### src/rtl/rfw_pkg.sv
package rfw_pkg;
  function automatic bit rfw_is_pow2(input int n);
    return (n >= 2) && ((n & (n - 1)) == 0);
  endfunction
endpackage

### src/rtl/rfw_bus_mux.sv
module rfw_bus_mux #(
  parameter int WIDTH = 32
) (
  input  logic             bus_sel,
  input  logic [WIDTH-1:0] wdata_a,
  input  logic [WIDTH-1:0] wdata_b,
  output logic [WIDTH-1:0] wdata
);
  always_comb begin
    if (bus_sel) wdata = wdata_b;
    else         wdata = wdata_a;
  end
endmodule

### src/rtl/rfw_wr_gate.sv
module rfw_wr_gate #(
  parameter int WORDS      = 8,
  parameter bit ZERO_WORD0 = 1'b0,
  localparam int AW        = $clog2(WORDS)
) (
  input  logic          clk,
  input  logic          rst,
  input  logic          wr_en,
  input  logic [AW-1:0] wr_addr,
  output logic          mem_we
);
  generate
    if (ZERO_WORD0) begin : g_zero
      always_comb mem_we = wr_en && (wr_addr != '0);
    end else begin : g_plain
      always_comb mem_we = wr_en;
    end
  endgenerate

  assert_no_write_disabled_R3: assert property (@(posedge clk) disable iff (rst)
    !wr_en |-> !mem_we);

  generate
    if (ZERO_WORD0) begin : g_zchk
      assert_word0_locked_R7: assert property (@(posedge clk) disable iff (rst)
        (wr_addr == '0) |-> !mem_we);
    end
  endgenerate
endmodule

### src/rtl/rfw_array.sv
module rfw_array #(
  parameter int WORDS      = 8,
  parameter int WIDTH      = 32,
  parameter bit ZERO_WORD0 = 1'b0,
  localparam int AW        = $clog2(WORDS)
) (
  input  logic             clk,
  input  logic             rst,
  input  logic             mem_we,
  input  logic [AW-1:0]    wr_addr,
  input  logic [WIDTH-1:0] wdata,
  input  logic             rd_en,
  input  logic [AW-1:0]    rd_addr,
  output logic [WIDTH-1:0] rdata
);
  logic [WIDTH-1:0] mem [WORDS];
  logic             rd_zero;

  generate
    if (ZERO_WORD0) begin : g_zero
      always_comb rd_zero = (rd_addr == '0);
    end else begin : g_plain
      always_comb rd_zero = 1'b0;
    end
  endgenerate

  // write port: inferable as a simple dual-port RAM
  always_ff @(posedge clk) begin
    if (mem_we) mem[wr_addr] <= wdata;
  end

  // registered read port, old data on a same-address collision
  always_ff @(posedge clk) begin
    if (rst)          rdata <= '0;
    else if (rd_en)   rdata <= rd_zero ? '0 : mem[rd_addr];
  end

  assert_rd_hold_R5: assert property (@(posedge clk) disable iff (rst)
    !rd_en |=> $stable(rdata));

  assert_reset_clear_R8: assert property (@(posedge clk)
    rst |=> (rdata == '0));
endmodule

### src/rtl/dualsrc_regfile.sv
module dualsrc_regfile #(
  parameter int WORDS      = 8,
  parameter int WIDTH      = 32,
  parameter bit ZERO_WORD0 = 1'b0,
  localparam int AW        = $clog2(WORDS)
) (
  input  logic             clk,
  input  logic             rst,
  input  logic             bus_sel,
  input  logic             wr_en,
  input  logic             rd_en,
  input  logic [AW-1:0]    rd_addr,
  input  logic [AW-1:0]    wr_addr,
  input  logic [WIDTH-1:0] wdata_a,
  input  logic [WIDTH-1:0] wdata_b,
  output logic [WIDTH-1:0] rdata
);
  import rfw_pkg::*;

  logic [WIDTH-1:0] wdata;
  logic             mem_we;

  initial begin
    assert_words_pow2_R4: assert (rfw_is_pow2(WORDS))
      else $error("WORDS must be a power of two");
  end

  rfw_bus_mux #(.WIDTH(WIDTH)) u_mux (
    .bus_sel(bus_sel), .wdata_a(wdata_a), .wdata_b(wdata_b), .wdata(wdata)
  );

  rfw_wr_gate #(.WORDS(WORDS), .ZERO_WORD0(ZERO_WORD0)) u_gate (
    .clk(clk), .rst(rst), .wr_en(wr_en), .wr_addr(wr_addr), .mem_we(mem_we)
  );

  rfw_array #(.WORDS(WORDS), .WIDTH(WIDTH), .ZERO_WORD0(ZERO_WORD0)) u_array (
    .clk(clk), .rst(rst), .mem_we(mem_we), .wr_addr(wr_addr), .wdata(wdata),
    .rd_en(rd_en), .rd_addr(rd_addr), .rdata(rdata)
  );

  generate
    if (ZERO_WORD0) begin : g_zchk
      assert_zero_read_R7: assert property (@(posedge clk) disable iff (rst)
        (rd_en && rd_addr == '0) |=> (rdata == '0));
    end
  endgenerate
endmodule

### config.mk
export PLATFORM = sky130hd
export DESIGN_NAME = dualsrc_regfile
export DESIGN_NICKNAME = d
export VERILOG_FILES = /design/src/rtl/rfw_pkg.sv /design/src/rtl/rfw_bus_mux.sv /design/src/rtl/rfw_wr_gate.sv /design/src/rtl/rfw_array.sv /design/src/rtl/dualsrc_regfile.sv
export SDC_FILE = /design/constraint.sdc
export NUM_CORES = 1
export LEC_CHECK = 0
export BUFFER_PORTS_ARGS = -buffer_cell sky130_fd_sc_hd__buf_4
export CAP_MARGIN = 20
export CORE_MARGIN = 4
export CORE_UTILIZATION = 40
export CTS_BUF_LIST = sky130_fd_sc_hd__clkbuf_4 sky130_fd_sc_hd__clkbuf_8 sky130_fd_sc_hd__clkbuf_16
export DETAILED_ROUTE_END_ITERATION = 10
export SLEW_MARGIN = 30
export SYNTH_ARGS = -nofsm -noshare
export SYNTH_HDL_FRONTEND = slang
export SYNTH_SLANG_ARGS = --single-unit
### constraint.sdc
create_clock -name clk -period 2.95 [get_ports clk]
set_clock_uncertainty 0.1 [all_clocks]
set_input_delay 0.295 -clock clk [delete_from_list [all_inputs] [get_ports clk]]
set_output_delay 0.295 -clock clk [all_outputs]
set_load 0.01 [all_outputs]
==> impl_metrics.json <==
{
  "htree_levels": 1,
  "drv_slew": 0,
  "critPathLaunch": "rd_addr[0]",
  "power.leakage_nw": 4.72,
  "finalCritPeriodShare": 0.516,
  "syn_area_per_cell_sq_um": 17.9,
  "period_needed_ns": 1.52,
  "layout_commonest_cell": "edfxtp_1",
  "io_buffers": 106,
  "hold_path_depth": 2,
  "ff2ff_setup_slack_ns": 1.66,
  "clock_sinks": 288,
  "crit_arrival_ns": 1.80,
  "worst_slew_pin_slew_ns": 0.863,
  "critical_path_class": "in -> reg",
  "required_ns": 3.23,
  "place_ws_ns": 0.804,
  "initial_core_util": 0.407,
  "post-dp-hpwl_um": 12800,
  "cts_buffers": 28,
  "end_kind": "flop",
  "cts_hold_buf": 0,
  "min_from": "wdata_a[17]",
  "grt_pass1_wl_um": 37000,
  "r2r_start": "u_array.mem[5][2]",
  "final_cell_mix": "edfxtp_1 (256), buf_4 (118), mux2_2 (96)",
  "setup_viol": 0,
  "netlist_instances": 634,
  "diodes": 0,
  "gp_congestion": 0.715,
  "reg2reg_depth": 4,
  "area.growth.synth_to_final_pct": 19.2,
  "die_area_sq_um": 31100,
  "final_nets": 819,
  "yosysSeqAreaShare": 0.735,
  "ant_nets": 0,
  "post-place-cells": 1092,
  "cts_resized": 0,
  "status": "finished clean",
  "cts_max_path_buffers": 3,
  "hold_class": "in -> reg",
  "fin_ws_ns": 1.43,
  "drc_errors": 0,
  "cap_violations": 0,
  "n_fill_cell": 2307,
  "cts.clk_slew.worst_paths_ns": 0.06,
  "cts_tree": "built",
  "die_w_um": 176,
  "synth_area_sq_um": 11300,
  "yosys_warnings": 0,
  "rsz0062_at_grt": "false",
  "vias": 6080,
  "drt_iter0_drc": 538,
  "ir_drop_v": 0.000406,
  "register_area_sq_um": 8330,
  "crit_path_start_kind": "input port",
  "synth_seq_cells": 288,
  "drtPass1Iterations": 5,
  "post_cts.repair.setup_buffers": 0,
  "grt_pass1_vias": 6289,
  "routed_wl_um": 24700,
  "fp.dieH_um": 176,
  "multi_input_area_sq_um": 2870,
  "routedWlPerCell_um": 21.6,
  "finalHoldViolCount": 0,
  "pwr_density_cell_nw_per_um2": 655,
  "grt_overflow": 0,
  "relSlewSlack": 0.425,
  "r2r_end": "u_array.rdata[2]",
  "rows": 61,
  "synth_nets": 709,
  "fmax_mhz": 657,
  "grt_util_all_layers": 0.155,
  "grt_max_degree": 65,
  "cts_root_buf": "clkbuf_16",
  "ioPinCount": 107,
  "clk-insertion-delay-late_ns": 0.54,
  "viasPerCell": 5.31,
  "worstPathMaxFanout": 39,
  "drive_gt1_frac": 0.385,
  "crit_end": "u_array.rdata[6]",
  "layoutNonFillerInstCount": 1144,
  "tns_ns": 0,
  "design.core.area_sq_um": 27900,
  "yosysUniqueCellTypes": 21,
  "antenna_found_initial": 0
}
## worst min path at each step
| stage | to | slack, ns |
|---|---|---|
| global route | u_array.mem[2][13] | 0.06 |
| detailed placement | u_array.rdata[17] | 0.39 |
| finish | u_array.mem[4][17] | 0.07 |
| global placement | u_array.rdata[18] | 0.38 |
| floorplan | u_array.rdata[0] | 0.27 |
| CTS | u_array.mem[2][15] | 0.04 |
## cells by family after synthesis
| group | count (synthesis) | share of synthesized area |
|---|---|---|
| and+or+nand+nor | 49 | 0.0175 |
| buffers and inverters | 41 | 0.0204 |
| AOI/OAI and AO/OA | 96 | 0.0755 |
| DFF | 288 | 0.735 |
| muxes | 160 | 0.152 |
## cell type report
| class | count | area share |
|---|---|---|
| clock inverters | 10 | 0.00509 |
| well taps | 378 | 0.0350 |
| flip-flops and latches | 288 | 0.616 |
| repair buffers | 121 | 0.0694 |
| multi-input cells | 305 | 0.212 |
| clock buffers | 42 | 0.0619 |
## worst max-delay path, cell delays in order
cell and delay, ns:
buf_6 0.36, buf_4 0.37, mux2_2 0.37, o22ai_1 0.14
a221o_1 0.16, a211oi_2 0.07
## stage by stage
stage                     instance area [sq um]  power, mW  hold slack, ns  utilization
after CTS                                 13500       8.93          0.0394        0.485
after floorplan                           11300       5.18           0.268            -
after global routing                      13500       9.16          0.0578        0.485
final                                     13500       8.84          0.0696        0.485
after detailed placement                  12600       5.47           0.386        0.452
after global placement                    12600       5.44           0.385        0.452
## cells in the mapped netlist (all sizes together)
library cell | instances | area share
nor3 | 2 | 0.00088
o221ai | 9 | 0.0070
a221o | 23 | 0.020
nor2b | 1 | 0.00055
mux2 | 96 | 0.095
nand2b | 4 | 0.0022
a211oi | 32 | 0.030
buf | 18 | 0.013
mux2i | 64 | 0.057
dfxtp | 32 | 0.057
nand2 | 3 | 0.00099
edfxtp | 256 | 0.68
o22ai | 23 | 0.013
clkbuf | 23 | 0.0076
a22oi | 9 | 0.0060
nor2 | 39 | 0.013
## metal layers
layer | share of wire | global-route usage | wire, um | up-vias
met1 | 0.46 | 0.225 | 11500 | 3105
met3 | 0.049 | 0.0218 | 1210 | 38
met4 | 0.019 | 0.0416 | 475 | 0
li1 | - | - | - | 2766
met5 | 0 | 0 | 0 | -
met2 | 0.47 | 0.248 | 11600 | 171
## registers in the layout (all words and copies together) (netlist names)
| name | cells |
|---|---|
| u_array.mem | 256 |
| u_array.rdata | 32 |
## power breakdown
part / internal (mW) / switching, mW / total (mW)
Sequential: 4.63 / 0.0546 / 4.69
Clock: 2.04 / 1.43 / 3.47
Combinational: 0.313 / 0.378 / 0.690
No activity file was read; power rests on OpenSTA's default activity.
